<file path="src/rtl/pic_cmd_pkg.sv">
package pic_cmd_pkg;
  localparam int DW    = 8;
  localparam int NLINE = 8;
  localparam int LW    = $clog2(NLINE);
  localparam logic [DW-1:0] BASE_KEEP = ~(DW'(NLINE - 1));

  typedef enum logic [1:0] {
    STEP_IDLE, STEP_BASE, STEP_CASCADE, STEP_MODE
  } init_step_t;

  typedef enum logic [2:0] {
    OP_ROT_AEOI_CLR = 3'd0,
    OP_NS_EOI       = 3'd1,
    OP_NOP          = 3'd2,
    OP_SP_EOI       = 3'd3,
    OP_ROT_AEOI_SET = 3'd4,
    OP_ROT_NS_EOI   = 3'd5,
    OP_SET_PRIO     = 3'd6,
    OP_ROT_SP_EOI   = 3'd7
  } op_code_t;

  typedef struct packed {
    logic          start;
    logic          need4;
    logic          single;
    logic          ctl;
    logic          poll_set;
    logic          rsel_we;
    logic          rsel_val;
    logic          smm_we;
    logic          smm_val;
    logic          cmd;
    op_code_t      op;
    logic [LW-1:0] line;
    logic          mask_we;
    logic          cfg_we;
  } wdec_t;

  // next line after l, wrapping at NLINE
  function automatic logic [LW-1:0] line_after(input logic [LW-1:0] l);
    return l + LW'(1);
  endfunction

  // first set bit scanning upward from start with wrap; MSB = found
  function automatic logic [LW:0] first_from(input logic [NLINE-1:0] vec,
                                             input logic [LW-1:0] start);
    logic [LW:0]   r;
    logic [LW-1:0] idx;
    r = '0;
    for (int i = NLINE - 1; i >= 0; i--) begin
      idx = start + LW'(i);
      if (vec[idx]) r = {1'b1, idx};
    end
    return r;
  endfunction

  function automatic logic [DW-1:0] poll_byte(input logic hit,
                                              input logic [LW-1:0] line);
    return hit ? (DW'(8'h80) | DW'(line)) : '0;
  endfunction
endpackage

</file>
<file path="src/rtl/pic_wr_decode.sv">
module pic_wr_decode
  import pic_cmd_pkg::*;
(
  input  logic          wr_en,
  input  logic          addr,
  input  logic [DW-1:0] wdata,
  input  init_step_t    step,
  output wdec_t         dec
);
  logic a0_wr;

  always_comb begin
    a0_wr        = wr_en & ~addr;
    dec          = '0;
    dec.start    = a0_wr & wdata[4];
    dec.need4    = wdata[0];
    dec.single   = wdata[1];
    dec.ctl      = a0_wr & ~wdata[4] & wdata[3];
    dec.poll_set = dec.ctl & wdata[2];
    dec.rsel_we  = dec.ctl & wdata[1];
    dec.rsel_val = wdata[0];
    dec.smm_we   = dec.ctl & wdata[6];
    dec.smm_val  = wdata[5];
    dec.cmd      = a0_wr & ~wdata[4] & ~wdata[3];
    dec.op       = op_code_t'(wdata[7:5]);
    dec.line     = wdata[LW-1:0];
    dec.mask_we  = wr_en & addr & (step == STEP_IDLE);
    dec.cfg_we   = wr_en & addr & (step != STEP_IDLE);
  end
endmodule

</file>
<file path="src/rtl/pic_init_seq.sv">
module pic_init_seq
  import pic_cmd_pkg::*;
(
  input  logic          clk,
  input  logic          rst_n,
  input  logic          start,
  input  logic          need4_in,
  input  logic          single_in,
  input  logic          cfg_we,
  input  logic [DW-1:0] cfg_data,
  output init_step_t    step,
  output logic [DW-1:0] base,
  output logic          sfnm,
  output logic          aeoi
);
  logic need4_q, single_q;

  always_ff @(posedge clk or negedge rst_n) begin
    if (!rst_n) begin
      step     <= STEP_IDLE;
      base     <= '0;
      sfnm     <= 1'b0;
      aeoi     <= 1'b0;
      need4_q  <= 1'b0;
      single_q <= 1'b0;
    end else if (start) begin
      step     <= STEP_BASE;
      need4_q  <= need4_in;
      single_q <= single_in;
      sfnm     <= 1'b0;
      aeoi     <= 1'b0;
    end else if (cfg_we) begin
      case (step)
        STEP_BASE: begin
          base <= cfg_data & BASE_KEEP;
          if (!single_q)    step <= STEP_CASCADE;
          else if (need4_q) step <= STEP_MODE;
          else              step <= STEP_IDLE;
        end
        STEP_CASCADE: step <= need4_q ? STEP_MODE : STEP_IDLE;
        STEP_MODE: begin
          sfnm <= cfg_data[4];
          aeoi <= cfg_data[1];
          step <= STEP_IDLE;
        end
        default: step <= STEP_IDLE;
      endcase
    end
  end
endmodule

</file>
<file path="src/rtl/pic_readback.sv">
module pic_readback
  import pic_cmd_pkg::*;
(
  input  logic             clk,
  input  logic             rst_n,
  input  logic             rd_en,
  input  logic             addr,
  input  logic             poll_pend,
  input  logic             win_valid,
  input  logic [LW-1:0]    win_line,
  input  logic             read_sel,
  input  logic [NLINE-1:0] isr,
  input  logic [NLINE-1:0] req,
  input  logic [NLINE-1:0] mask,
  output logic [DW-1:0]    rd_data,
  output logic             rd_valid
);
  logic [DW-1:0] sel_byte;

  always_comb begin
    if (poll_pend)     sel_byte = poll_byte(win_valid, win_line);
    else if (addr)     sel_byte = DW'(mask);
    else if (read_sel) sel_byte = DW'(isr);
    else               sel_byte = DW'(req);
  end

  always_ff @(posedge clk or negedge rst_n) begin
    if (!rst_n) begin
      rd_data  <= '0;
      rd_valid <= 1'b0;
    end else begin
      rd_valid <= rd_en;
      if (rd_en) rd_data <= sel_byte;
    end
  end
endmodule

</file>
<file path="src/rtl/pic_cmd_if.sv">
module pic_cmd_if
  import pic_cmd_pkg::*;
(
  input  logic             clk,
  input  logic             rst_n,
  input  logic             wr_en,
  input  logic             rd_en,
  input  logic             addr,
  input  logic [DW-1:0]    wdata,
  input  logic [NLINE-1:0] req_vec,
  input  logic             win_valid,
  input  logic [LW-1:0]    win_line,
  output logic [DW-1:0]    rd_data,
  output logic             rd_valid,
  output logic [NLINE-1:0] mask_o,
  output logic [NLINE-1:0] isr_o,
  output logic [DW-1:0]    base_o,
  output logic [LW-1:0]    prio_offset_o,
  output logic             aeoi_o,
  output logic             sfnm_o,
  output logic             special_mask_o,
  output logic             ack_valid,
  output logic [LW-1:0]    ack_line
);
  wdec_t            dec;
  init_step_t       step;
  logic [NLINE-1:0] mask_q, isr_q;
  logic [LW-1:0]    off_q;
  logic             rot_aeoi_q, smm_q, rsel_q, poll_q;
  logic             ack_q;
  logic [LW-1:0]    ack_line_q;

  // named internal events
  logic             poll_ack;
  logic [LW:0]      ns_pick;
  logic             eoi_ns, eoi_sp, eoi_rot, ack_rot, prio_set;
  logic [LW-1:0]    eoi_line;
  logic [NLINE-1:0] eoi_clr, ack_set, isr_nxt;
  logic [LW-1:0]    off_nxt;

  pic_wr_decode u_dec (
    .wr_en (wr_en),
    .addr  (addr),
    .wdata (wdata),
    .step  (step),
    .dec   (dec)
  );

  pic_init_seq u_init (
    .clk       (clk),
    .rst_n     (rst_n),
    .start     (dec.start),
    .need4_in  (dec.need4),
    .single_in (dec.single),
    .cfg_we    (dec.cfg_we),
    .cfg_data  (wdata),
    .step      (step),
    .base      (base_o),
    .sfnm      (sfnm_o),
    .aeoi      (aeoi_o)
  );

  pic_readback u_rb (
    .clk       (clk),
    .rst_n     (rst_n),
    .rd_en     (rd_en),
    .addr      (addr),
    .poll_pend (poll_q),
    .win_valid (win_valid),
    .win_line  (win_line),
    .read_sel  (rsel_q),
    .isr       (isr_q),
    .req       (req_vec),
    .mask      (mask_q),
    .rd_data   (rd_data),
    .rd_valid  (rd_valid)
  );

  always_comb begin
    poll_ack = rd_en & poll_q & win_valid;
    ns_pick  = first_from(isr_q, off_q);
    eoi_ns   = dec.cmd & ((dec.op == OP_NS_EOI) | (dec.op == OP_ROT_NS_EOI)) & ns_pick[LW];
    eoi_sp   = dec.cmd & ((dec.op == OP_SP_EOI) | (dec.op == OP_ROT_SP_EOI));
    eoi_line = eoi_sp ? dec.line : ns_pick[LW-1:0];
    eoi_clr  = (eoi_ns | eoi_sp) ? (NLINE'(1) << eoi_line) : '0;
    eoi_rot  = (eoi_ns & (dec.op == OP_ROT_NS_EOI)) | (eoi_sp & (dec.op == OP_ROT_SP_EOI));
    prio_set = dec.cmd & (dec.op == OP_SET_PRIO);
    ack_set  = (poll_ack & ~aeoi_o) ? (NLINE'(1) << win_line) : '0;
    ack_rot  = poll_ack & aeoi_o & rot_aeoi_q;
    // clear from the command first, then the acknowledge's set
    isr_nxt  = (isr_q & ~eoi_clr) | ack_set;
    off_nxt  = off_q;
    if (prio_set) off_nxt = line_after(dec.line);
    if (eoi_rot)  off_nxt = line_after(eoi_line);
    if (ack_rot)  off_nxt = line_after(win_line);
  end

  always_ff @(posedge clk or negedge rst_n) begin
    if (!rst_n) begin
      mask_q     <= '0;
      isr_q      <= '0;
      off_q      <= '0;
      rot_aeoi_q <= 1'b0;
      smm_q      <= 1'b0;
      rsel_q     <= 1'b0;
      poll_q     <= 1'b0;
    end else if (dec.start) begin
      mask_q     <= '0;
      isr_q      <= '0;
      off_q      <= '0;
      rot_aeoi_q <= 1'b0;
      smm_q      <= 1'b0;
      rsel_q     <= 1'b0;
      poll_q     <= 1'b0;
    end else begin
      isr_q <= isr_nxt;
      off_q <= off_nxt;
      if (dec.mask_we) mask_q <= wdata[NLINE-1:0];
      if (dec.cmd && (dec.op == OP_ROT_AEOI_CLR || dec.op == OP_ROT_AEOI_SET))
        rot_aeoi_q <= dec.op[2];
      if (dec.rsel_we) rsel_q <= dec.rsel_val;
      if (dec.smm_we)  smm_q  <= dec.smm_val;
      if (dec.poll_set)  poll_q <= 1'b1;
      else if (rd_en)    poll_q <= 1'b0;
    end
  end

  always_ff @(posedge clk or negedge rst_n) begin
    if (!rst_n) begin
      ack_q      <= 1'b0;
      ack_line_q <= '0;
    end else begin
      ack_q <= poll_ack;
      if (poll_ack) ack_line_q <= win_line;
    end
  end

  assign mask_o         = mask_q;
  assign isr_o          = isr_q;
  assign prio_offset_o  = off_q;
  assign special_mask_o = smm_q;
  assign ack_valid      = ack_q;
  assign ack_line       = ack_line_q;
endmodule

</file>
<file path="config.mk">
export PLATFORM = sky130hd
export DESIGN_NAME = pic_cmd_if
export DESIGN_NICKNAME = d
export VERILOG_FILES = /design/src/rtl/pic_cmd_pkg.sv /design/src/rtl/pic_wr_decode.sv /design/src/rtl/pic_init_seq.sv /design/src/rtl/pic_readback.sv /design/src/rtl/pic_cmd_if.sv
export SDC_FILE = /design/constraint.sdc
export NUM_CORES = 1
export LEC_CHECK = 0
export ABC_CLOCK_PERIOD_IN_PS = 6200
export BUFFER_PORTS_ARGS = -buffer_cell sky130_fd_sc_hd__buf_2
export CORE_MARGIN = 10
export CORE_UTILIZATION = 40
export CTS_BUF_LIST = sky130_fd_sc_hd__clkbuf_8 sky130_fd_sc_hd__clkbuf_16
export DETAILED_ROUTE_END_ITERATION = 7
export GPL_TIMING_DRIVEN = 0
export PLACE_DENSITY = 0.71
export SYNTH_ARGS = -nofsm -noshare
export SYNTH_HDL_FRONTEND = slang
export SYNTH_SLANG_ARGS = --single-unit
export TNS_END_PERCENT = 50
</file>
<file path="constraint.sdc">
create_clock -name clk -period 6.2 [get_ports clk]
set_clock_uncertainty 0.1 [all_clocks]
set_input_delay 0.93 -clock clk [delete_from_list [all_inputs] [get_ports clk]]
set_output_delay 0.93 -clock clk [all_outputs]
set_load 0.01 [all_outputs]
</file>
==> results of run 1 <==
power by group:
part	switching [mW]	leakage, nW	internal (mW)
Clock	0.113	0.0485	0.0810
Combinational	0.309	1.27	0.236
Sequential	0.0500	0.607	0.376
Total	0.471	1.92	0.693
state kept, by name, summed over array words and instances, names as in the netlist, 2 cells and up:
register       count
u_init.step        2
u_init.base        5
prio_offset_o      3
isr_o              8
mask_o             8
ack_line           3
u_rb.rd_data       8
synth_stat cells, types with 3 or more instances:
cell	n	area share
nand2b_1	4	0.0070
nor2_1	38	0.040
o31ai_1	3	0.0063
nor2b_1	4	0.0070
inv_1	15	0.016
a22o_1	6	0.015
a221oi_1	4	0.0098
clkbuf_8	5	0.019
a21oi_1	30	0.042
buf_4	10	0.021
and2_1	5	0.0087
a31oi_1	6	0.010
nand3_1	15	0.021
clkbuf_1	9	0.0094
buf_6	3	0.0094
nor3_1	8	0.011
mux4_2	9	0.057
o2bb2ai_1	4	0.0098
mux4_1	4	0.029
dfrtp_1	47	0.33
mux2i_1	18	0.050
nand2_1	42	0.044
o41ai_1	4	0.0098
ha_1	7	0.024
mux2_2	7	0.022
o21ai_0	13	0.018
area by class of cell:
class / instances / area, µm²
flip-flops and latches: 47 / 1176
well taps: 108 / 135.1
inverters: 15 / 56.30
clock inverters: 3 / 22.52
plain buffers: 31 / 237.7
multi-input cells: 289 / 2117
clock buffers: 5 / 68.82
fillers: 821 / 4597
repair buffers: 62 / 310.3
kinds of logic after synthesis:
| logic type | share of synthesized area |
|---|---|
| flip-flops | 0.3286 |
| adder cells (fa/ha/maj) | 0.02447 |
| other | 0.001048 |
| XOR/XNOR | 0.01189 |
| buffers and inverters | 0.08214 |
| AND/OR/NAND/NOR | 0.1758 |
| multiplexers | 0.1688 |
| AO/OA/AOI/OAI | 0.2073 |
cell usage in the layout, fill, tap and decap left out, drive strengths merged, types with 3 or more instances in the layout:
| cell type | instances |
|---|---|
| buf | 76 |
| dfrtp | 47 |
| nand2 | 42 |
| nor2 | 38 |
| a21oi | 30 |
| clkbuf | 21 |
| mux2i | 19 |
| inv | 16 |
| nand3 | 15 |
| o21ai | 14 |
| mux4 | 13 |
| nor3 | 8 |
| mux2 | 8 |
| ha | 7 |
| a22o | 7 |
| a31oi | 6 |
| and2 | 6 |
| nor2b | 5 |
| a221oi | 4 |
| nand2b | 4 |
| o41ai | 4 |
| o2bb2ai | 4 |
| and3 | 4 |
| o31ai | 3 |
| conb | 3 |
| xor2 | 3 |
final timing paths:
| kind | start | end | cells after the start |
|---|---|---|---|
| max reg2reg | prio_offset_o[1] | prio_offset_o[2] | 16 |
| min in group asynchronous | rst_n | mask_o[5] | 1 |
| max in group asynchronous | rst_n | isr_o[0] | 1 |
| min | u_rb.rd_data[3] | u_rb.rd_data[3] | 1 |
| min reg2reg | u_rb.rd_data[3] | u_rb.rd_data[3] | 1 |
| max | prio_offset_o[1] | prio_offset_o[2] | 16 |
routing by layer:
layer | global-route usage | vias to the layer above | wire [µm]
met3 | 0.03564 | 15 | 744
met1 | 0.2027 | 1540 | 4531
li1 | - | 1548 | -
met4 | 0.04261 | 0 | 158
met2 | 0.2631 | 142 | 4940
met5 | 0 | - | 0
critical path: stages (launching register included):
cell and delay, ps:
dfrtp_1 390, buf_2 230, clkbuf_8 210, inv_1 130, ha_1 420, buf_6 190
mux2i_1 260, mux2i_1 110, o221ai_1 430, o21ai_0 140, nor4bb_1 460, a2111o_1 270
nor2_1 70, o21ai_0 210, ha_1 190, xor2_1 80, o31ai_1 230
stage by stage:
step           power [mW]    util
6_report            1.164  0.4729
5_1_grt             1.244  0.4729
4_1_cts             1.168  0.4729
3_5_place_dp       0.9713  0.4624
3_3_place_gp       0.9553  0.4624
2_1_floorplan      0.7995       -
==> qor.txt, run 1 <==
Die Height: 114.6 µm
wire per inst: 18.53 µm
Worst VDD drop: 0.1598 mV
FMAX: 239.1 MHz
final slew viol count: 0
worst skew pair latency: 310 ps
total negative slack: 0 ps
Power Dens Cells: 282.3 mW/mm²
critical path required time: 6330 ps
via count: 3,245
RSZ-0062 raised after global routing: false
max-cap viol count: 0
design area: 0.004124 mm²
Final min period: 4182 ps
period utilization: 0.6745
TritonCTS clock tree: built
share of post-route cells with drive strength above 1: 0.2788
CTS Buf Count: 5
H-tree depth: 2
vias in the first global route: 3,307
input/output buffers: 62
Resized Gates After CTS: 0
I/O pin total: 68
reg2reg setup slack: 2020 ps
Startpoint Class: flip-flop
Max-slew headroom: 0.3158
final hold vios: 0
Final Worst Setup Slack: 2018 ps
DIE AREA: 0.01313 mm²
Tightest Pin Transition: 1026 ps
Placeable Area: 0.008721 mm²
CP Max Fanout: 10
number of synthesized flops with an enable pin: 0
synthesized area: 0.003580 mm²
Yosys cell types: 74
largest net degree at the start of global routing: 48
final std cells w/o fill: 560
final wirelength: 10,380 µm
endpoints failing setup: 0
chip width: 114.6 µm
dpl hpwl: 7872 µm
initial antenna violation count: 0
antenna-violating nets left: 0
Post-CTS Setup Bufs: 0
CTS Hold Bufs: 0
outcome: completed
DP Worst Slack: 2124 ps
HP Class: flip-flop to flip-flop
DP Area: 0.004033 mm²
DRT Pass-1 Iters: 6
dpl cells: 552
Via density: 5.795
CP Capture Type: flip-flop
prevailing post-synth register cell: dfrtp_1
Initial Utilization: 0.4105
Syn Inst Count: 380
CP arrival: 4310 ps
clock transition at the registers of the reported paths: 100 ps
Clock Tree Root: clkbuf_8
kind of critical path: flip-flop to flip-flop
grt ovf: 0
Synth warnings: 0
Async SR Flop Fraction: 1.000
sequential area share after synthesis: 0.3286
LEAKAGE: 1.924 nW
WHS: 395.7 ps
GPL Wtd Cong: 0.9331
clk buf depth: 2
Antenna Cells: 0
first-pass GRT wire length: 17,190 µm
# rows: 34
Layout area overhead: 15.20%
All-Layer GR Usage: 0.1589
Post-layout nets: 483
DR iter-0 viols: 209
flops & latches, synth: 47
Avg Inst Size Synth: 9.420 µm²
# DRC: 0
clk sink count: 47
Power figures use the tool's default switching activity.
==> run 2, diff against run 1 <==
- ABC_CLOCK_PERIOD_IN_PS: 6200 -> 4200
- clock period: 6.2 -> 4.2 ns (I/O delays scaled with it)
==> run 2 against run 1 <==
Clock-buffer cell count did not move. Routed wire length about the same. Clock power increased by 47%. First-iteration DRC count grew 3.8%. Combinational power grew 55%. Critical path type unchanged. Largest cell class unchanged. Largest power group unchanged.
==> qor.txt, run 2 (same netlist as run 1, synthesis figures left out) <==
final wirelength: 10,380 µm (about the same)
Final min period: 4022 ps (-159.7 ps)
# DRC: 0 (unchanged)
final hold vios: 0 (unchanged)
max-cap viol count: 0 (unchanged)
endpoints failing setup: 0 (unchanged)
All-Layer GR Usage: 0.1589 (unchanged)
total negative slack: 0 ps (unchanged)
antenna-violating nets left: 0 (unchanged)
clk sink count: 47 (unchanged)
worst skew pair latency: 310 ps (about the same)
DRT Pass-1 Iters: 6 (unchanged)
CP peak stage delay: 520 ps (+60 ps)
TritonCTS clock tree: built
clk buf depth: 2 (unchanged)
commonest non-fill, non-tap cell in the layout: buf_2
wire per inst: 18.43 µm (-0.52%)
CP Max Fanout: 10 (unchanged)
Power Dens Cells: 421.7 mW/mm² (+49%)
Layout area overhead: 16.60%
LEAKAGE: 1.941 nW (+0.86%)
vias in the first global route: 3,307 (unchanged)
via count: 3,271 (+0.80%)
CTS Hold Bufs: 0 (unchanged)
Tightest Pin Transition: 1032 ps (+5.335 ps)
Placeable Area: 0.008721 mm² (unchanged)
DR iter-0 viols: 217 (+3.8%)
dpl hpwl: 7872 µm (unchanged)
outcome: completed
I/O pin total: 68 (unchanged)
grt ovf: 0 (unchanged)
clock transition at the registers of the reported paths: 100 ps (about the same)
reg2reg setup slack: 180 ps (-1840 ps)
crit path cell chain: clkbuf_4, clkbuf_8, inv_1, ha_4, mux2i_1, or3b_2, o211ai_4, o2111ai_1, nor4bb_2, a2111o_1, nor2_1, o21ai_0, ha_1, xor2_1, o31ai_1
FMAX: 248.6 MHz (+4.0%)
kind of critical path: flip-flop to flip-flop
Via density: 5.810 (+0.26%)
Startpoint Class: flip-flop
CTS Buf Count: 5 (unchanged)
first-pass GRT wire length: 17,190 µm (unchanged)
# rows: 34 (unchanged)
Initial Utilization: 0.4105 (unchanged)
final core utilization: 0.4786 (+0.005739)
WHS: 358.6 ps (-37.13 ps)
initial antenna violation count: 0 (unchanged)
DIE AREA: 0.01313 mm² (unchanged)
Critical Path Slowest Stage Cell: or3b_2
final slew viol count: 0 (unchanged)
RSZ-0062 raised after global routing: false
Clock Tree Root: clkbuf_8
chip width: 114.6 µm (unchanged)
Worst VDD drop: 0.2361 mV (+48%)
input/output buffers: 62 (unchanged)
DP Area: 0.004033 mm² (unchanged)
period utilization: 0.9577 (+0.2832)
Max-slew headroom: 0.3123 (-0.003557)
largest net degree at the start of global routing: 48 (unchanged)
share of post-route cells with drive strength above 1: 0.2901 (+0.01135)
CP arrival: 4150 ps (-160 ps)
CP Capture Type: flip-flop
Post-layout nets: 486 (+0.62%)
design area: 0.004174 mm² (+1.2%)
H-tree depth: 2 (unchanged)
GPL Wtd Cong: 0.9331 (unchanged)
Antenna Cells: 0 (unchanged)
HP Class: input pin to flip-flop
critical path required time: 4330 ps (-2000 ps)
commonest cells after routing, fill and taps aside: 62 x buf_2, 47 x dfrtp_1, 42 x nand2_1
Die Height: 114.6 µm (unchanged)
==> run 2: worst paths after layout <==
check	start	endpoint	cells past startpoint
min in group asynchronous	rst_n	mask_o[5]	1
max	prio_offset_o[1]	prio_offset_o[2]	15
min	rd_en	u_rb.rd_valid	1
max reg2reg	prio_offset_o[1]	prio_offset_o[2]	15
max in group asynchronous	rst_n	isr_o[0]	1
min reg2reg	u_rb.rd_data[3]	u_rb.rd_data[3]	1
==> run 2: worst max-delay path, delay by kind of cell (launching register included) <==
kind	cells	cell delay, ps
mux	1	220
buf+inv	3	550
simple gates	3	870
compound gates	5	1090
fa+ha+maj	2	540
flops	1	400
xor+xnor	1	170
==> run 2: area by class of cell <==
cell class | count | area [µm²]
tap | 108 | 135.1
inverter | 15 | 56.30
timing repair buffer | 65 | 332.8
clock buffer | 5 | 68.82
fill | 819 | 4547
multi-input combinational | 289 | 2142
buffer | 31 | 240.2
sequential | 47 | 1176
clock inverter | 3 | 22.52
==> run 2: stage by stage <==
stage | worst slack [ps] | std cells | power, mW
after floorplan | 506.6 | 382 | 1.180
after global placement | 147.6 | 552 | 1.410
after detailed placement | 123.6 | 552 | 1.434
after CTS | 93.37 | 560 | 1.725
after global routing | 12.60 | 563 | 1.874
final | 177.7 | 563 | 1.760
==> run 2: power by group <==
part | total, mW | internal (mW) | switching [mW]
registers | 0.629 | 0.555 | 0.0749
clock network | 0.286 | 0.119 | 0.166
logic | 0.845 | 0.378 | 0.467
==> run 2: what timing repair did <==
action,4_1_cts,5_1_grt
buffers inserted,0,3
resized for setup,0,5
setup endpoints to repair,0,4
==> run 2: layer usage <==
layer / vias up / share of wire / track usage
li1: 1558 / - / -
met5: - / 0 / 0
met2: 139 / 0.47 / 0.2631
met4: 0 / 0.017 / 0.04261
met3: 13 / 0.071 / 0.03564
met1: 1561 / 0.44 / 0.2027
